`src/rtl/pbm_pkg.sv`:
```
package pbm_pkg;

    localparam int PNUM_W   = 6;
    localparam int REG_W    = 16;
    localparam int FAIL_BIT = 7;

    typedef logic [PNUM_W-1:0] pnum_t;

    typedef enum logic [2:0] {
        OP_NONE      = 3'd0,
        OP_ALLOC_TX  = 3'd1,
        OP_POP_RX    = 3'd2,
        OP_FREE_NUM  = 3'd3,
        OP_CLEAR_ALL = 3'd4
    } cmd_op_e;

    typedef enum logic [2:0] {
        RA_CTRL   = 3'd0,
        RA_PNUM   = 3'd1,
        RA_RESULT = 3'd2,
        RA_IRQ    = 3'd3,
        RA_FREE   = 3'd4,
        RA_RXQ    = 3'd5
    } reg_addr_e;

    typedef struct packed {
        logic  failed;
        pnum_t pnum;
    } alloc_result_t;

    function automatic logic op_is_valid(input logic [2:0] op);
        return (op >= 3'd1) && (op <= 3'd4);
    endfunction

endpackage

```
`src/rtl/pbm_cmd_seq.sv`:
```
module pbm_cmd_seq
    import pbm_pkg::*;
#(
    parameter int CMD_CYCLES = 4
) (
    input  logic    clk,
    input  logic    rst,
    input  logic    wr_cmd,
    input  cmd_op_e op_in,
    output logic    start,
    output logic    busy,
    output logic    done,
    output cmd_op_e op_q
);

    localparam int CW = $clog2(CMD_CYCLES + 1);

    logic [CW-1:0] cnt_q;

    assign start = wr_cmd && !busy && op_is_valid(op_in);
    assign done  = busy && (cnt_q == '0);

    always_ff @(posedge clk) begin
        if (rst) begin
            busy  <= 1'b0;
            cnt_q <= '0;
            op_q  <= OP_NONE;
        end else if (start) begin
            busy  <= 1'b1;
            cnt_q <= CW'(CMD_CYCLES - 1);
            op_q  <= op_in;
        end else if (busy) begin
            if (cnt_q == '0) begin
                busy <= 1'b0;
            end else begin
                cnt_q <= cnt_q - 1'b1;
            end
        end
    end

    AST_DONE_ENDS_BUSY: assert property (@(posedge clk) disable iff (rst)
        done |=> !busy);

    AST_BUSY_FROM_WRITE: assert property (@(posedge clk) disable iff (rst)
        $rose(busy) |-> $past(wr_cmd));

endmodule

```
`src/rtl/pbm_slot_map.sv`:
```
module pbm_slot_map
    import pbm_pkg::*;
#(
    parameter int NUM_SLOTS = 32
) (
    input  logic                             clk,
    input  logic                             rst,
    input  logic                             clear_all,
    input  logic                             cmd_alloc,
    input  logic                             cmd_free,
    input  logic [$clog2(NUM_SLOTS)-1:0]     cmd_free_idx,
    input  logic                             rx_alloc,
    output logic                             cmd_ok,
    output logic [$clog2(NUM_SLOTS)-1:0]     cmd_idx,
    output logic                             rx_ok,
    output logic [$clog2(NUM_SLOTS)-1:0]     rx_idx,
    output logic [$clog2(NUM_SLOTS+1)-1:0]   free_cnt
);

    localparam int IDX_W = $clog2(NUM_SLOTS);
    localparam int CNT_W = $clog2(NUM_SLOTS + 1);

    logic [NUM_SLOTS-1:0] used_q;
    logic [NUM_SLOTS-1:0] after_cmd;
    logic [NUM_SLOTS-1:0] used_d;

    // lowest free slot in the current map, for the host command
    always_comb begin
        cmd_ok  = 1'b0;
        cmd_idx = '0;
        for (int i = NUM_SLOTS - 1; i >= 0; i--) begin
            if (!used_q[i]) begin
                cmd_ok  = 1'b1;
                cmd_idx = IDX_W'(i);
            end
        end
    end

    // map once the completing command has acted
    always_comb begin
        after_cmd = used_q;
        if (clear_all) after_cmd = '0;
        if (cmd_free) after_cmd[cmd_free_idx] = 1'b0;
        if (cmd_alloc && cmd_ok) after_cmd[cmd_idx] = 1'b1;
    end

    // receive side picks from what the command left behind
    always_comb begin
        rx_ok  = 1'b0;
        rx_idx = '0;
        for (int i = NUM_SLOTS - 1; i >= 0; i--) begin
            if (!after_cmd[i]) begin
                rx_ok  = 1'b1;
                rx_idx = IDX_W'(i);
            end
        end
    end

    always_comb begin
        used_d = after_cmd;
        if (rx_alloc && rx_ok) used_d[rx_idx] = 1'b1;
    end

    always_comb begin
        free_cnt = '0;
        for (int i = 0; i < NUM_SLOTS; i++) begin
            free_cnt = free_cnt + CNT_W'(!used_q[i]);
        end
    end

    always_ff @(posedge clk) begin
        if (rst) used_q <= '0;
        else     used_q <= used_d;
    end

    AST_RX_MARKED: assert property (@(posedge clk) disable iff (rst)
        (rx_alloc && rx_ok) |=> used_q[$past(rx_idx)]);

    AST_CLEAR_EMPTIES: assert property (@(posedge clk) disable iff (rst)
        (clear_all && !rx_alloc) |=> (free_cnt == CNT_W'(NUM_SLOTS)));

endmodule

```
`src/rtl/pbm_rx_fifo.sv`:
```
module pbm_rx_fifo #(
    parameter int DEPTH = 32,
    parameter int W     = 6
) (
    input  logic                       clk,
    input  logic                       rst,
    input  logic                       clear,
    input  logic                       push,
    input  logic [W-1:0]               din,
    input  logic                       pop,
    output logic [W-1:0]               head,
    output logic [$clog2(DEPTH+1)-1:0] count,
    output logic                       full,
    output logic                       empty
);

    localparam int AW = (DEPTH > 1) ? $clog2(DEPTH) : 1;
    localparam int CW = $clog2(DEPTH + 1);

    logic [W-1:0]  mem [DEPTH];
    logic [AW-1:0] rd_ptr;
    logic [AW-1:0] wr_ptr;
    logic          push_ok;
    logic          pop_ok;

    assign full    = (count == CW'(DEPTH));
    assign empty   = (count == '0);
    assign push_ok = push && !full;
    assign pop_ok  = pop && !empty;
    assign head    = mem[rd_ptr];

    function automatic logic [AW-1:0] nxt(input logic [AW-1:0] p);
        return (p == AW'(DEPTH - 1)) ? '0 : p + 1'b1;
    endfunction

    always_ff @(posedge clk) begin
        if (push_ok) begin
            mem[clear ? '0 : wr_ptr] <= din;
        end
    end

    always_ff @(posedge clk) begin
        if (rst) begin
            rd_ptr <= '0;
            wr_ptr <= '0;
            count  <= '0;
        end else if (clear) begin
            rd_ptr <= '0;
            wr_ptr <= push_ok ? nxt('0) : '0;
            count  <= push_ok ? CW'(1) : '0;
        end else begin
            if (push_ok) wr_ptr <= nxt(wr_ptr);
            if (pop_ok)  rd_ptr <= nxt(rd_ptr);
            count <= count + CW'(push_ok) - CW'(pop_ok);
        end
    end

    AST_NO_OVERFLOW: assert property (@(posedge clk) disable iff (rst)
        count <= CW'(DEPTH));

    AST_COUNT_STEP: assert property (@(posedge clk) disable iff (rst)
        (!clear && push_ok && !pop_ok) |=> (count == $past(count) + 1'b1));

endmodule

```
`src/rtl/pkt_slot_mgr.sv`:
```
module pkt_slot_mgr
    import pbm_pkg::*;
#(
    parameter int NUM_SLOTS  = 32,
    parameter int CMD_CYCLES = 4
) (
    input  logic        clk,
    input  logic        rst,
    input  logic        reg_wr,
    input  logic [2:0]  reg_addr,
    input  logic [15:0] reg_wdata,
    output logic [15:0] reg_rdata,
    output logic        busy,
    output logic        alloc_irq,
    input  logic        rx_req,
    output logic        rx_ack,
    output logic [5:0]  rx_pnum,
    output logic        rx_drop
);

    localparam int IDX_W = $clog2(NUM_SLOTS);
    localparam int CNT_W = $clog2(NUM_SLOTS + 1);

    logic          start;
    logic          done;
    cmd_op_e       op_q;
    pnum_t         pnum_reg;
    pnum_t         arg_q;
    alloc_result_t result_q;

    logic             do_alloc, do_pop, do_free_num, do_clear;
    logic             cmd_free;
    logic [IDX_W-1:0] cmd_free_idx;
    logic             cmd_ok, rx_ok, rx_take;
    logic [IDX_W-1:0] cmd_idx, rx_idx;
    logic [CNT_W-1:0] free_cnt;

    logic [PNUM_W-1:0]            q_head;
    logic [$clog2(NUM_SLOTS+1)-1:0] q_count;
    logic                         q_full, q_empty;

    logic wr_ctrl, wr_pnum, wr_irq;
    assign wr_ctrl = reg_wr && (reg_addr == RA_CTRL);
    assign wr_pnum = reg_wr && (reg_addr == RA_PNUM);
    assign wr_irq  = reg_wr && (reg_addr == RA_IRQ);

    pbm_cmd_seq #(.CMD_CYCLES(CMD_CYCLES)) u_seq (
        .clk    (clk),
        .rst    (rst),
        .wr_cmd (wr_ctrl),
        .op_in  (cmd_op_e'(reg_wdata[2:0])),
        .start  (start),
        .busy   (busy),
        .done   (done),
        .op_q   (op_q)
    );

    assign do_alloc    = done && (op_q == OP_ALLOC_TX);
    assign do_pop      = done && (op_q == OP_POP_RX) && !q_empty;
    assign do_free_num = done && (op_q == OP_FREE_NUM) && (32'(arg_q) < NUM_SLOTS);
    assign do_clear    = done && (op_q == OP_CLEAR_ALL);

    assign cmd_free     = do_pop || do_free_num;
    assign cmd_free_idx = do_pop ? q_head[IDX_W-1:0] : arg_q[IDX_W-1:0];

    pbm_slot_map #(.NUM_SLOTS(NUM_SLOTS)) u_map (
        .clk          (clk),
        .rst          (rst),
        .clear_all    (do_clear),
        .cmd_alloc    (do_alloc),
        .cmd_free     (cmd_free),
        .cmd_free_idx (cmd_free_idx),
        .rx_alloc     (rx_take),
        .cmd_ok       (cmd_ok),
        .cmd_idx      (cmd_idx),
        .rx_ok        (rx_ok),
        .rx_idx       (rx_idx),
        .free_cnt     (free_cnt)
    );

    assign rx_take = rx_req && rx_ok && !q_full;

    pbm_rx_fifo #(.DEPTH(NUM_SLOTS), .W(PNUM_W)) u_rxq (
        .clk   (clk),
        .rst   (rst),
        .clear (do_clear),
        .push  (rx_take),
        .din   (PNUM_W'(rx_idx)),
        .pop   (do_pop),
        .head  (q_head),
        .count (q_count),
        .full  (q_full),
        .empty (q_empty)
    );

    always_ff @(posedge clk) begin
        if (rst) begin
            pnum_reg  <= '0;
            arg_q     <= '0;
            result_q  <= '0;
            alloc_irq <= 1'b0;
            rx_ack    <= 1'b0;
            rx_pnum   <= '0;
            rx_drop   <= 1'b0;
        end else begin
            if (wr_pnum) pnum_reg <= reg_wdata[PNUM_W-1:0];
            if (start)   arg_q    <= pnum_reg;
            if (do_alloc) begin
                result_q.failed <= !cmd_ok;
                result_q.pnum   <= cmd_ok ? PNUM_W'(cmd_idx) : '0;
            end
            if (do_alloc)                 alloc_irq <= 1'b1;
            else if (wr_irq && reg_wdata[0]) alloc_irq <= 1'b0;
            rx_ack  <= rx_take;
            rx_drop <= rx_req && !rx_take;
            if (rx_take) rx_pnum <= PNUM_W'(rx_idx);
        end
    end

    always_comb begin
        reg_rdata = '0;
        case (reg_addr)
            RA_CTRL:   reg_rdata = {15'b0, busy};
            RA_PNUM:   reg_rdata = {10'b0, pnum_reg};
            RA_RESULT: reg_rdata = {8'b0, result_q.failed, 1'b0, result_q.pnum};
            RA_IRQ:    reg_rdata = {15'b0, alloc_irq};
            RA_FREE:   reg_rdata = {8'(free_cnt), 8'b0};
            RA_RXQ:    reg_rdata = {8'(q_count), 2'b0, q_empty ? 6'd0 : q_head};
            default:   reg_rdata = '0;
        endcase
    end

    AST_IRQ_ON_ALLOC: assert property (@(posedge clk) disable iff (rst)
        do_alloc |=> alloc_irq);

    AST_FAIL_ONLY_WHEN_FULL: assert property (@(posedge clk) disable iff (rst)
        (do_alloc && free_cnt != '0) |=> !result_q.failed);

    AST_RX_EXCLUSIVE: assert property (@(posedge clk) disable iff (rst)
        !(rx_ack && rx_drop));

endmodule

```
`config.mk`:
```
export PLATFORM = sky130hd
export DESIGN_NAME = pkt_slot_mgr
export DESIGN_NICKNAME = d
export VERILOG_FILES = /design/src/rtl/pbm_pkg.sv /design/src/rtl/pbm_cmd_seq.sv /design/src/rtl/pbm_slot_map.sv /design/src/rtl/pbm_rx_fifo.sv /design/src/rtl/pkt_slot_mgr.sv
export SDC_FILE = /design/constraint.sdc
export NUM_CORES = 1
export LEC_CHECK = 0
export ABC_AREA = 1
export BUFFER_PORTS_ARGS = -buffer_cell sky130_fd_sc_hd__clkbuf_2
export CAP_MARGIN = 0
export CORE_MARGIN = 5
export CORE_UTILIZATION = 25
export DETAILED_ROUTE_END_ITERATION = 16
export SLEW_MARGIN = 15
export SYNTH_ARGS = -nofsm -noshare
export SYNTH_HDL_FRONTEND = slang
export SYNTH_SLANG_ARGS = --single-unit
```
`constraint.sdc`:
```
create_clock -name clk -period 15.87 [get_ports clk]
set_input_delay 1.587 -clock clk [delete_from_list [all_inputs] [get_ports clk]]
set_output_delay 1.587 -clock clk [all_outputs]
set_load 0.01 [all_outputs]
```
==> results.json, run 1 <==
{
  "run_status": "complete, no violations",
  "netlist_area_um2": 12500,
  "p_leak_nw": 4.89,
  "finalCritPeriodShare": 0.488,
  "tns_ps": 0,
  "async_flop_share": 0,
  "reg_top3": "u_rxq.mem x160, u_map.used_q x32",
  "critPathKind": "reg -> out",
  "antenna_found_initial": 0,
  "routed_wl_um": 33700,
  "synth_edf_count": 160,
  "first_iter_violations": 757,
  "holdWs_ps": 469,
  "cts_hold_buf": 0,
  "holdPathEnd": "u_seq.cnt_q[1]",
  "clock-sinks": 246,
  "grt-ovfl-total": 0,
  "critPathRequiredTime_ps": 14280,
  "viasPerCell": 4.70,
  "grt_use_met2": 0.200,
  "fp-row-count": 82,
  "critPathMaxFanout": 6,
  "start_util": 0.251,
  "ioPinCount": 49,
  "cts_tree": "done",
  "grt_util_met1": 0.161,
  "r2r_setup_slack_ps": 8740,
  "grt_pass1_vias": 9482,
  "r2r-end": "u_rxq.count[5]",
  "wl_per_cell_um": 16.1,
  "top_register": "u_rxq.mem",
  "synth_common_cells": "nor2_1, nand2_1, edfxtp_1, inv_1, o21ai_0",
  "dpl.hpwl_um": 23200,
  "hold_class": "reg -> reg",
  "ys_warn_count": 0,
  "finalHoldViolations": 0,
  "hold_start": "u_seq.cnt_q[1]",
  "tightest_slew_ps": 1060,
  "ys_top_cells_by_area": "edfxtp_1, dfxtp_1, nor2_1",
  "cp.arrival_ps": 6150,
  "num_vias": 9810,
  "ff2ff_path_depth": 32,
  "rsz0062_at_grt": "no",
  "ctsLongestPathBuffers": 3,
  "cts.repair.resized": 0,
  "synthFlopType": "edfxtp_1",
  "diodes": 0,
  "yosys.cell_types.count": 55,
  "end_kind": "output pin",
  "layout_min_cycle_time_ps": 7740,
  "grtUsageTotal": 0.120,
  "top_usage_layer": "met2",
  "grt_pass1_wl_um": 52700,
  "clk_latency_ps": 540,
  "synth_area_leader_cell": "edfxtp_1",
  "fin_skew_ps": 13.4,
  "ys_ff_latch": 246,
  "cts_buffers": 26,
  "drc": 0,
  "whs_path_depth": 2,
  "place.gp.congestion": 0.935,
  "maxCapViolCount": 0,
  "power_w": 0.00150,
  "grt_start_max_net_pins": 82,
  "syn_area_per_cell_um2": 9.09,
  "synth_top_cell_area_share": 0.384,
  "pwr_density_cell_nw_per_um2": 106,
  "synth_cells": 1377,
  "clkSlewWorstSetupHoldPaths_ps": 60,
  "yosysMostFrequentCell": "nor2_1",
  "cp-start-kind": "flop",
  "die_y_um": 234,
  "setup_violations": 0,
  "nets": 1468,
  "die_x_um": 234,
  "clockRootBuffer": "clkbuf_16",
  "synth_seq_area_share": 0.521,
  "portBuffers": 34,
  "use_met3": 0.0236,
  "drtAntennaViolNets": 0,
  "htree_levels": 1,
  "fmax_ghz": 0.129,
  "postCtsSetupBuffers": 0,
  "first_pass_iters": 5,
  "area_growth_pct": 13.6,
  "die_area_um2": 54700,
  "finalMaxSlewViolations": 0,
  "drive_gt1_frac": 0.106,
  "max-vdd-ir-drop_mv": 0.0763,
  "max-slew-margin-rel": 0.291,
  "fp.coreArea_um2": 49900,
  "largest_register_ffs": 160
}
report_power, final:
| group | total [W] | internal (W) | switching [W] | leakage [nW] |
|---|---|---|---|---|
| logic | 0.000180 | 0.0000583 | 0.000122 | 2.09 |
| registers | 0.000709 | 0.000699 | 0.0000104 | 2.39 |
| clock network | 0.000613 | 0.000358 | 0.000255 | 0.411 |
worst max path at each step:
stage | startpoint | end | slack [ps] | depth (start not counted)
2_1_floorplan | u_map.used_q[0] | reg_rdata[12] | 9070 | 17
3_3_place_gp | u_map.used_q[0] | reg_rdata[12] | 8730 | 18
3_5_place_dp | u_map.used_q[0] | reg_rdata[12] | 8700 | 18
4_1_cts | u_map.used_q[0] | reg_rdata[12] | 8120 | 18
5_1_grt | u_map.used_q[0] | reg_rdata[12] | 7870 | 18
6_report | u_map.used_q[0] | reg_rdata[12] | 8130 | 18
per-layer routing:
layer / routed length, µm / up-vias
met5: 0 / -
met3: 2260 / 62
met4: 867 / 0
met1: 14800 / 4710
met2: 15800 / 313
li1: - / 4725
cells by family (layout without fill, tap and decap cells):
group	count (synthesis)	count (layout)	share of synthesized area
AO/OA/AOI/OAI	316	316	0.153
XOR/XNOR	7	7	0.00490
adder cells (fa/ha/maj)	48	48	0.0629
buffers and inverters	235	272	0.0742
flip-flops	246	246	0.521
other	1	4	0.000299
AND/OR/NAND/NOR	524	524	0.183
metrics by stage:
step | utilization | std cells | area [µm²] | setup WS, ps
after CTS | 0.285 | 2089 | 14200 | 8120
after global placement | 0.268 | 2041 | 13400 | 8730
after global routing | 0.285 | 2089 | 14200 | 7870
after floorplan | - | 1380 | 12500 | 9070
after detailed placement | 0.268 | 2041 | 13400 | 8700
final | 0.285 | 2089 | 14200 | 8130
critical path: stages, from the launching register on:
cell and delay (ps):
dfxtp_1 550, inv_2 70, ha_1 330, fa_1 510
fa_1 520, fa_1 520, fa_1 520, fa_1 560
fa_1 600, fa_1 210, inv_1 60, fa_1 380
nor2_1 160, nor2_1 60, nor2_1 100, nor2_1 60
xor2_1 140, o22ai_1 110, clkbuf_2 160
layout by cell type, fill, tap and decap left out, types with 27 or more instances in the layout:
| master | netlist | layout |
|---|---|---|
| o221ai_1 | 28 | 28 |
| nor2_1 | 244 | 242 |
| clkbuf_2 | 0 | 34 |
| edfxtp_1 | 160 | 160 |
| nand3_1 | 54 | 54 |
| dfxtp_1 | 86 | 85 |
| a21oi_1 | 58 | 58 |
| inv_1 | 159 | 159 |
| nand2_1 | 166 | 166 |
| o211ai_1 | 39 | 39 |
| o21ai_0 | 107 | 107 |
| o21ai_1 | 36 | 36 |
| clkbuf_16 | 0 | 27 |
layout make-up:
class / instances / area, µm²
clock buffers: 37 / 733
repair buffers: 41 / 223
fillers: 5298 / 35600
well taps: 672 / 841
clock inverters: 11 / 134
multi-input cells: 899 / 5080
inverters: 183 / 688
flip-flops and latches: 246 / 6530
Power figures use the tool's default switching activity.
==> run 2: changes to the inputs <==
clock period = 7.5 ns   (was 15.87 ns; I/O delays follow)
==> run 2 against run 1 <==
Compared with the run above: global-route usage grew 0.31 points; non-clock buffer count up 2; sequential cell count unchanged; clock skew decreased by 3.1 ps; utilization hardly changed; register-to-register slack worse by 7600 ps; sequential power increased by 110%; sequential share of layout area hardly changed; first-iteration DRC count is 5.8% higher; via count is 0.66% higher; clock power increased by 110%; critical path type unchanged; largest cell class unchanged; largest power group unchanged; highest routed layer unchanged.
==> results.json, run 2 (synthesis gave the netlist of run 1 again) <==
{
  "run_status": "complete, no violations",
  "clockPowerShare": 0.402,
  "fmax_ghz": 0.146,
  "nets": 1469,
  "internal_power_w": 0.00233,
  "place.gp.congestion": 0.916,
  "portBuffers": 34,
  "viasPerCell": 4.73,
  "grt_use_met2": 0.209,
  "clockRootBuffer": "clkbuf_16",
  "first_pass_iters": 5,
  "top_usage_layer": "met2",
  "final_cell_mix": "nor2_1, nand2_1, edfxtp_1, inv_1, o21ai_0",
  "htree_levels": 1,
  "swShare": 0.261,
  "grt_pass1_wl_um": 53900,
  "grt_util_met1": 0.167,
  "finalMaxSlewViolations": 0,
  "largest_register_ffs": 160,
  "die_y_um": 234,
  "grt-ovfl-total": 0,
  "fillers": 5323,
  "place_inst": 2043,
  "reg_top3": "u_rxq.mem x160, u_map.used_q x32",
  "drc": 0,
  "p_switching_w": 0.000822,
  "cts_hold_buf": 0,
  "clock-sinks": 246,
  "cts_tree": "done",
  "ctsLongestPathBuffers": 3,
  "cts_buffers": 25,
  "start_util": 0.251,
  "dpl.hpwl_um": 23400,
  "final_cells": 2089,
  "use_met3": 0.0199,
  "postCtsSetupBuffers": 0,
  "diodes": 0,
  "top_register": "u_rxq.mem",
  "tightest_slew_ps": 860,
  "antenna_found_initial": 0,
  "critPathMaxFanout": 6,
  "tns_ps": 0,
  "worst_slack_ps": 646,
  "drive_gt1_frac": 0.108,
  "die_area_um2": 54700,
  "die_x_um": 234,
  "cp-start-kind": "flop",
  "setup_violations": 0,
  "area_growth_pct": 13.6,
  "drtAntennaViolNets": 0,
  "cts.repair.resized": 0,
  "fp.coreArea_um2": 49900,
  "maxCapViolCount": 0,
  "power_w": 0.00315,
  "pre_cts_ws_ps": 1210,
  "max-vdd-ir-drop_mv": 0.163,
  "layout_min_cycle_time_ps": 6850,
  "ioPinCount": 49,
  "clk_latency_ps": 540,
  "num_vias": 9875,
  "end_kind": "output pin",
  "grt_start_max_net_pins": 53,
  "combPwrFrac": 0.122,
  "holdWs_ps": 439,
  "grtUsageTotal": 0.123,
  "hold_class": "in -> reg",
  "cp.arrival_ps": 6100,
  "p_leak_nw": 4.89,
  "pwr_density_cell_nw_per_um2": 222,
  "fp-row-count": 82,
  "rsz0062_at_grt": "no",
  "critPathKind": "reg -> out",
  "first_iter_violations": 801,
  "critPathRequiredTime_ps": 6750,
  "finalHoldViolations": 0,
  "seq_power_share": 0.476,
  "routed_wl_um": 34400,
  "finalCritPeriodShare": 0.914,
  "final_common_cell": "nor2_1",
  "fin_skew_ps": 10.4,
  "grt_pass1_vias": 9619,
  "max-slew-margin-rel": 0.422,
  "wl_per_cell_um": 16.5,
  "clkSlewWorstSetupHoldPaths_ps": 70
}
==> run 2: cell count changes in the layout (fill, tap and decap cells not counted), sizes merged <==
cell / previous run / this run
clkbuf: 71 / 68
buf: 7 / 9
clkinv: 8 / 10
inv: 181 / 180
==> run 2: per-stage QoR <==
stage / util / cell area (µm²)
2_1_floorplan: - / 12500
3_3_place_gp: 0.268 / 13400
3_5_place_dp: 0.268 / 13400
4_1_cts: 0.285 / 14200
5_1_grt: 0.285 / 14200
6_report: 0.285 / 14200
==> run 2: final cells by class <==
cell class              count  area [µm²]  area share
flip-flops and latches    246        6530       0.459
multi-input cells         899        5090       0.358
well taps                 672         841      0.0591
clock buffers              34         699      0.0492
inverters                 183         688      0.0484
repair buffers             43         250      0.0176
clock inverters            12         133     0.00932
==> run 2: final timing paths <==
| path | start | to | slack [ps] | cells after the start |
|---|---|---|---|---|
| setup / recovery | u_map.used_q[0] | reg_rdata[12] | 650 | 18 |
| hold / removal | reg_wdata[4] | pnum_reg[4] | 440 | 3 |
| setup reg to reg | flop | u_rxq.count[5] | 1110 | 32 |
| hold reg to reg | u_seq.cnt_q[1] | u_seq.cnt_q[1] | 470 | 2 |
==> run 2: power by group through the flow <==
stage | registers [W] | logic, W | clock network [W]
4_1_cts | 0.00150 | 0.000384 | 0.00129
2_1_floorplan | 0.00152 | 0.000270 | 0
6_report | 0.00150 | 0.000384 | 0.00127
5_1_grt | 0.00150 | 0.000439 | 0.00135
3_3_place_gp | 0.00153 | 0.000371 | 0
3_5_place_dp | 0.00153 | 0.000380 | 0
==> run 2: routing by layer <==
layer,up-vias,share of wire
li1,4734,-
met1,4770,0.44
met2,314,0.48
met3,57,0.064
met4,0,0.021
met5,-,0
==> run 2: worst max-delay path: stages (launching register included) <==
cell and delay, ps:
dfxtp_1 550, inv_2 70, ha_1 330, fa_1 510, fa_1 520, fa_1 520, fa_1 520, fa_1 540
fa_1 580, fa_1 210, inv_1 60, fa_1 370, nor2_1 150, nor2_1 50, nor2_1 80, nor2_1 50
xor2_1 140, o22ai_1 140, clkbuf_2 170
